### config.mk
export PLATFORM = sky130hd
export DESIGN_NAME = sfs_frame_status_fifo
export DESIGN_NICKNAME = d
export VERILOG_FILES = /design/src/rtl/sfs_pkg.sv /design/src/rtl/sfs_byte_counter.sv /design/src/rtl/sfs_entry_fifo.sv /design/src/rtl/sfs_host_port.sv /design/src/rtl/sfs_frame_status_fifo.sv
export SDC_FILE = /design/constraint.sdc
export NUM_CORES = 1
export LEC_CHECK = 0
export BUFFER_PORTS_ARGS = -buffer_cell sky130_fd_sc_hd__clkbuf_2
export CORE_ASPECT_RATIO = 0.8
export CORE_MARGIN = 3
export CORE_UTILIZATION = 45
export DETAILED_ROUTE_END_ITERATION = 10
export GPL_ROUTABILITY_DRIVEN = 0
export PLACE_DENSITY = 0.58
export SYNTH_ARGS = -nofsm -noshare
export SYNTH_HDL_FRONTEND = slang
export SYNTH_SLANG_ARGS = --single-unit
### constraint.sdc
create_clock -name clk -period 4.2 [get_ports clk]
set_clock_uncertainty 0.2 [all_clocks]
set_input_delay 0 -clock clk [delete_from_list [all_inputs] [get_ports clk]]
set_output_delay 0 -clock clk [all_outputs]
set_load 0.1 [all_outputs]
### src/rtl/sfs_pkg.sv
package sfs_pkg;

  // Host register selection codes
  typedef enum logic [1:0] {
    SEL_FLAGS  = 2'd0,
    SEL_CNT_LO = 2'd1,
    SEL_STATUS = 2'd2,
    SEL_NONE   = 2'd3
  } host_sel_e;

  // Saturating increment: stays at lim once reached
  function automatic int unsigned sat_inc(input int unsigned v, input int unsigned lim);
    return (v >= lim) ? lim : v + 1;
  endfunction

  // Circular pointer advance over depth slots
  function automatic int unsigned ptr_next(input int unsigned p, input int unsigned depth);
    return (p == depth - 1) ? 0 : p + 1;
  endfunction

endpackage

### src/rtl/sfs_byte_counter.sv
module sfs_byte_counter #(
  parameter int CNT_W = 14
) (
  input  logic             clk,
  input  logic             rst_n,
  input  logic             flag_seen,
  input  logic             byte_stb,
  output logic [CNT_W-1:0] count
);
  import sfs_pkg::*;

  localparam int unsigned CNT_MAX = (1 << CNT_W) - 1;

  always_ff @(posedge clk or negedge rst_n) begin
    if (!rst_n)
      count <= '0;
    else if (flag_seen)
      count <= '0;
    else if (byte_stb)
      count <= CNT_W'(sat_inc(32'(count), CNT_MAX));
  end

endmodule

### src/rtl/sfs_entry_fifo.sv
module sfs_entry_fifo #(
  parameter int DEPTH   = 10,
  parameter int ENTRY_W = 19
) (
  input  logic                         clk,
  input  logic                         rst_n,
  input  logic                         clr,
  input  logic                         push_req,
  input  logic [ENTRY_W-1:0]           wr_entry,
  input  logic                         pop_req,
  output logic [ENTRY_W-1:0]           rd_entry,
  output logic [$clog2(DEPTH+1)-1:0]   occ,
  output logic                         empty,
  output logic                         ovf,
  output logic                         push_ok,
  output logic                         push_drop
);
  import sfs_pkg::*;

  localparam int PTR_W = (DEPTH > 1) ? $clog2(DEPTH) : 1;
  localparam int OCC_W = $clog2(DEPTH + 1);

  logic [ENTRY_W-1:0] mem [DEPTH];
  logic [PTR_W-1:0]   wr_ptr, rd_ptr;
  logic               full, pop_ok;

  assign empty     = (occ == '0);
  assign full      = (occ == OCC_W'(DEPTH));
  assign push_ok   = push_req & ~full;
  assign push_drop = push_req & full;
  assign pop_ok    = pop_req & ~empty;
  assign rd_entry  = mem[rd_ptr];

  always_ff @(posedge clk) begin
    if (push_ok && !clr)
      mem[wr_ptr] <= wr_entry;
  end

  always_ff @(posedge clk or negedge rst_n) begin
    if (!rst_n) begin
      wr_ptr <= '0;
      rd_ptr <= '0;
      occ    <= '0;
      ovf    <= 1'b0;
    end else if (clr) begin
      wr_ptr <= '0;
      rd_ptr <= '0;
      occ    <= '0;
      ovf    <= 1'b0;
    end else begin
      if (push_ok)
        wr_ptr <= PTR_W'(ptr_next(32'(wr_ptr), DEPTH));
      if (pop_ok)
        rd_ptr <= PTR_W'(ptr_next(32'(rd_ptr), DEPTH));
      if (push_ok && !pop_ok)
        occ <= occ + 1'b1;
      else if (pop_ok && !push_ok)
        occ <= occ - 1'b1;
      if (push_drop)
        ovf <= 1'b1;
    end
  end

endmodule

### src/rtl/sfs_host_port.sv
module sfs_host_port #(
  parameter int CNT_W  = 14,
  parameter int STAT_W = 5
) (
  input  logic              clk,
  input  logic              rst_n,
  input  logic              clr,
  input  logic              rd_en,
  input  logic [1:0]        rd_sel,
  input  logic              empty,
  input  logic              ovf,
  input  logic [CNT_W-1:0]  head_cnt,
  input  logic [STAT_W-1:0] head_stat,
  input  logic [CNT_W-1:0]  live_cnt,
  input  logic [STAT_W-1:0] live_stat,
  output logic [7:0]        rd_data,
  output logic              pop_fire,
  output logic              lat_fifo,
  output logic              armed
);
  import sfs_pkg::*;

  localparam int UP_W = CNT_W - 8;

  host_sel_e          sel;
  logic               fifo_now;
  logic [CNT_W-1:0]   up_src, lo_src;
  logic [STAT_W-1:0]  st_src;
  logic [5:0]         up6;

  assign sel      = host_sel_e'(rd_sel);
  assign fifo_now = ~empty;
  assign up_src   = fifo_now ? head_cnt : live_cnt;
  assign lo_src   = lat_fifo ? head_cnt : live_cnt;
  assign st_src   = lat_fifo ? head_stat : live_stat;
  assign up6      = 6'(up_src[CNT_W-1 -: UP_W]);
  assign pop_fire = rd_en & (sel == SEL_STATUS) & armed & lat_fifo;

  always_comb begin
    rd_data = 8'h00;
    if (rd_en) begin
      case (sel)
        SEL_FLAGS:  rd_data = {ovf, fifo_now, up6};
        SEL_CNT_LO: rd_data = lo_src[7:0];
        SEL_STATUS: rd_data = 8'(st_src);
        default:    rd_data = 8'h00;
      endcase
    end
  end

  always_ff @(posedge clk or negedge rst_n) begin
    if (!rst_n) begin
      lat_fifo <= 1'b0;
      armed    <= 1'b0;
    end else if (clr) begin
      lat_fifo <= 1'b0;
      armed    <= 1'b0;
    end else if (rd_en) begin
      if (sel == SEL_FLAGS) begin
        lat_fifo <= fifo_now;
        armed    <= 1'b1;
      end else if (sel == SEL_STATUS) begin
        lat_fifo <= 1'b0;
        armed    <= 1'b0;
      end
    end
  end

endmodule

### src/rtl/sfs_frame_status_fifo.sv
module sfs_frame_status_fifo #(
  parameter int DEPTH  = 10,
  parameter int CNT_W  = 14,
  parameter int STAT_W = 5
) (
  input  logic              clk,
  input  logic              rst_n,
  input  logic              fifo_en,
  input  logic              flag_seen,
  input  logic              byte_stb,
  input  logic              eof,
  input  logic [STAT_W-1:0] live_status,
  input  logic              rd_en,
  input  logic [1:0]        rd_sel,
  output logic [7:0]        rd_data
);
  localparam int ENTRY_W = STAT_W + CNT_W;
  localparam int OCC_W   = $clog2(DEPTH + 1);

  // Internal events brought out for the checker
  logic [CNT_W-1:0]   live_cnt;
  logic [ENTRY_W-1:0] head_entry;
  logic [OCC_W-1:0]   occ;
  logic               q_empty, ovf, push_ok, push_drop;
  logic               pop_fire, lat_fifo, armed, clr;

  assign clr = ~fifo_en;

  sfs_byte_counter #(.CNT_W(CNT_W)) u_cnt (
    .clk       (clk),
    .rst_n     (rst_n),
    .flag_seen (flag_seen),
    .byte_stb  (byte_stb),
    .count     (live_cnt)
  );

  sfs_entry_fifo #(.DEPTH(DEPTH), .ENTRY_W(ENTRY_W)) u_q (
    .clk       (clk),
    .rst_n     (rst_n),
    .clr       (clr),
    .push_req  (eof & fifo_en),
    .wr_entry  ({live_status, live_cnt}),
    .pop_req   (pop_fire),
    .rd_entry  (head_entry),
    .occ       (occ),
    .empty     (q_empty),
    .ovf       (ovf),
    .push_ok   (push_ok),
    .push_drop (push_drop)
  );

  sfs_host_port #(.CNT_W(CNT_W), .STAT_W(STAT_W)) u_host (
    .clk       (clk),
    .rst_n     (rst_n),
    .clr       (clr),
    .rd_en     (rd_en),
    .rd_sel    (rd_sel),
    .empty     (q_empty),
    .ovf       (ovf),
    .head_cnt  (head_entry[CNT_W-1:0]),
    .head_stat (head_entry[ENTRY_W-1:CNT_W]),
    .live_cnt  (live_cnt),
    .live_stat (live_status),
    .rd_data   (rd_data),
    .pop_fire  (pop_fire),
    .lat_fifo  (lat_fifo),
    .armed     (armed)
  );

endmodule

==> results.toml <==
[hold_path]
whs_path_depth = 4
hp-class = "in -> reg"

[global_routing]
grt_pass1_vias = 5421
antenna_found_initial = 0
grt_use_total_pct = 19.6
grt_max_degree = 31
grt_pass1_wl_microns = 33300
overflow = 0

[yosys]
synthMuxAreaShare_pct = 13.2
synth_top_family_by_area = "multiplexers"
synth_area_leaders = "edfxtp_1 (62%), mux4_2 (9.3%), dfrtp_1 (7.9%), mux2i_1 (2.5%), mux2_2 (1.5%)"
syn_inst = 553
yosys_warnings = 0
synthAdderAreaFrac_pct = 0.893
yosysSeqAreaShare_pct = 69.6
synth_xor_area_share_pct = 0.555
async_flop_share_pct = 13.2
synth_area_leader_cell = "edfxtp_1"
netlist_area_sq_um = 9240
synth-seq-cells = 219
synthFlopType = "edfxtp_1"
yosysTopAreaCellShare_pct = 61.7
avgSynthCellArea_sq_um = 16.7
synth-simple-area-share_pct = 7.72
synth_compound_area_share_pct = 6.13
ys_types = 63
synthMostInstantiatedCell = "edfxtp_1"
synth_edf_count = 190
yosys-top-cells-count = "edfxtp_1 (190), mux4_2 (38), nand2_1 (34)"
synth_nets = 573

[floorplanning]
io_pins = 22
start_util_pct = 46.3
die_area_sq_um = 22300
rows = 46
coreArea_sq_um = 20000
die_w_microns = 166
die_y_microns = 134

[cts]
postCtsResizedCells = 0
hold_buffers = 16
htree_levels = 1
cts_setup_buffers = 0
clockBufferDepth = 3
clock_sinks = 219
cts_buffers = 22
clk_latency_ns = 0.51
clk_pin_slew_ns = 0.06
cts_tree = "yes"
cts-root-buf = "clkbuf_16"

[routing]
drt-initial-drc-count = 620
drc = 0
firstDrtPassIters = 5
vias = 5362
vias_per_cell = 6.04
wirelength_microns = 21600
wl_per_cell_microns = 24.4
antenna_left = 0

[setup_path]
crit_path_start = "u_q.occ[1]"
r2r-start = "u_q.occ[1]"
startpoint_type = "register"
critPathArrivalTime_ns = 3.28
cp_top_family = "simple AND/OR/NAND/NOR gates"
slowest_delay_ns = 0.60
worst-path-stages = 6
crit_slowest_cell = "nor3b_1"
worstPathRequired_ns = 4.00
endpoint_kind = "output port"
cp_cell_sequence = "nor4_4 > nor3b_1 > a221o_1 > a211oi_1 > o221ai_1 > clkbuf_2"
crit_fanout = 8
reg2reg_to = "u_q.occ[3]"
r2r_slack_ns = 1.07
crit_end = "rd_data[1]"
path_buf_inv = 1
worstSetupPathType = "reg -> out"
worstRegToRegCells = 9

[run]
maxCapViolations = 0

[pwr]
p_int_mw = 3.55
pwr-share-clk_pct = 41.5
swShare_pct = 21.6
power_frac_comb_pct = 5.2
p_switching_mw = 0.982
power_density_nw_per_um2 = 428
power_frac_seq_pct = 53.3
peakVddDrop_mv = 0.235
power_leakage_nw = 3.53

[sta]
period_needed_ns = 3.48
maxSlewViolCount = 0
setup_tns_ns = 0
worstMarginPinSlew_ns = 0.985
worst_hold_slack_ns = 0.0958
hold_viol = 0
rsz0062_at_grt = "no"
fmax_ghz = 0.287
finalSetupViolCount = 0
slew_headroom_pct = 33.8
period_share_pct = 82.9

[layout]
num-fill-cells = 1620
finalNonFillerCells = 888
drive_above_1_share_pct = 24.4
syn2layout_area_growth_pct = 14.8
diodes = 0
num-nets-final = 629

[placement]
hpwl_microns = 14000
portBuffers = 21
dp.cells = 833

[outcome]
status = "finished clean"
placed cells by master (no fill, tap or decap), types with 5 or more instances in the layout:
| cell | instances |
|---|---|
| a211oi_1 | 13 |
| mux2i_1 | 23 |
| nand3_1 | 7 |
| nor3_1 | 10 |
| o21ai_0 | 9 |
| a21oi_1 | 18 |
| clkbuf_2 | 21 |
| nor2_1 | 22 |
| clkbuf_1 | 5 |
| edfxtp_1 | 190 |
| nor2_2 | 6 |
| nor2b_1 | 12 |
| buf_4 | 23 |
| and2_1 | 6 |
| clkbuf_16 | 22 |
| nand2_1 | 34 |
| dfrtp_1 | 28 |
| o22ai_1 | 6 |
| mux2_2 | 12 |
| ha_1 | 5 |
| mux4_2 | 38 |
| inv_1 | 6 |
| dlygate4sd3_1 | 15 |
| nand2b_1 | 5 |
| a211o_1 | 5 |
state kept, by name, summed over array words and instances, names as in the netlist:
register / count
u_q.mem: 190
u_cnt.count: 14
u_q.occ: 4
u_q.rd_ptr: 4
u_q.wr_ptr: 4
u_host.armed: 1
u_host.lat_fifo: 1
u_q.ovf: 1
kinds of logic (layout without fill, tap and decap cells):
logic type | Yosys count | in the layout
multiplexers | 73 | 73
AND/OR/NAND/NOR | 134 | 134
XOR/XNOR | 5 | 5
buffers and inverters | 35 | 106
flip-flops | 219 | 219
AO/OA/AOI/OAI | 81 | 81
adder cells (fa/ha/maj) | 6 | 6
worst register-to-register path: cells and delay by family (launching register included):
family,cells,cell delay [ns]
flops,1,0.45
mux,1,0.20
simple gates,4,1.30
fa+ha+maj,1,0.33
compound gates,3,0.57
through the flow:
stage	util, %	power [mW]	worst slack (ns)	area [sq um]
CTS	53.1	4.58	0.698	10600
global route	53.1	4.69	0.547	10600
floorplan	-	2.60	0.692	9240
finish	53.1	4.54	0.717	10600
global placement	48.8	2.68	1.12	9740
detailed placement	48.8	2.68	1.06	9740
per-layer routing:
metal	up-vias	part of all wire [%]	wire (microns)	global-route usage, %
met3	28	6.4	1390	2.83
li1	2322	-	-	-
met5	-	0	0	0
met4	0	1.9	411	4.63
met2	209	46	9860	30.5
met1	2803	46	9980	29.8
layout make-up:
type / count / area, sq um / share of cell area [%]
Multi-Input combinational cell: 299 / 2670 / 25.2
Clock buffer: 30 / 611 / 5.76
Inverter: 7 / 26.3 / 0.248
Timing Repair Buffer: 60 / 448 / 4.22
Sequential cell: 219 / 6430 / 60.7
Tap cell: 264 / 330 / 3.11
Clock inverter: 9 / 86.3 / 0.814
how the worst min path moves through the flow:
stage / startpoint / to / slack [ns]
global route: rd_sel[0] / u_host.lat_fifo / 0.15
global placement: rst_n / u_q.rd_ptr[0] / -0.05
CTS: rd_sel[0] / u_q.rd_ptr[2] / 0.09
floorplan: rst_n / u_cnt.count[0] / -0.50
detailed placement: rst_n / u_q.rd_ptr[0] / -0.05
finish: rd_sel[0] / u_q.rd_ptr[2] / 0.1
power groups by stage:
stage | Sequential (mW) | Clock (mW) | Combinational, mW
6_report | 2.42 | 1.88 | 0.236
5_1_grt | 2.42 | 2.02 | 0.255
4_1_cts | 2.42 | 1.93 | 0.237
2_1_floorplan | 2.45 | 0 | 0.157
3_5_place_dp | 2.46 | 0 | 0.223
3_3_place_gp | 2.46 | 0 | 0.218
Note: power is estimated with default switching activity, not from simulation.
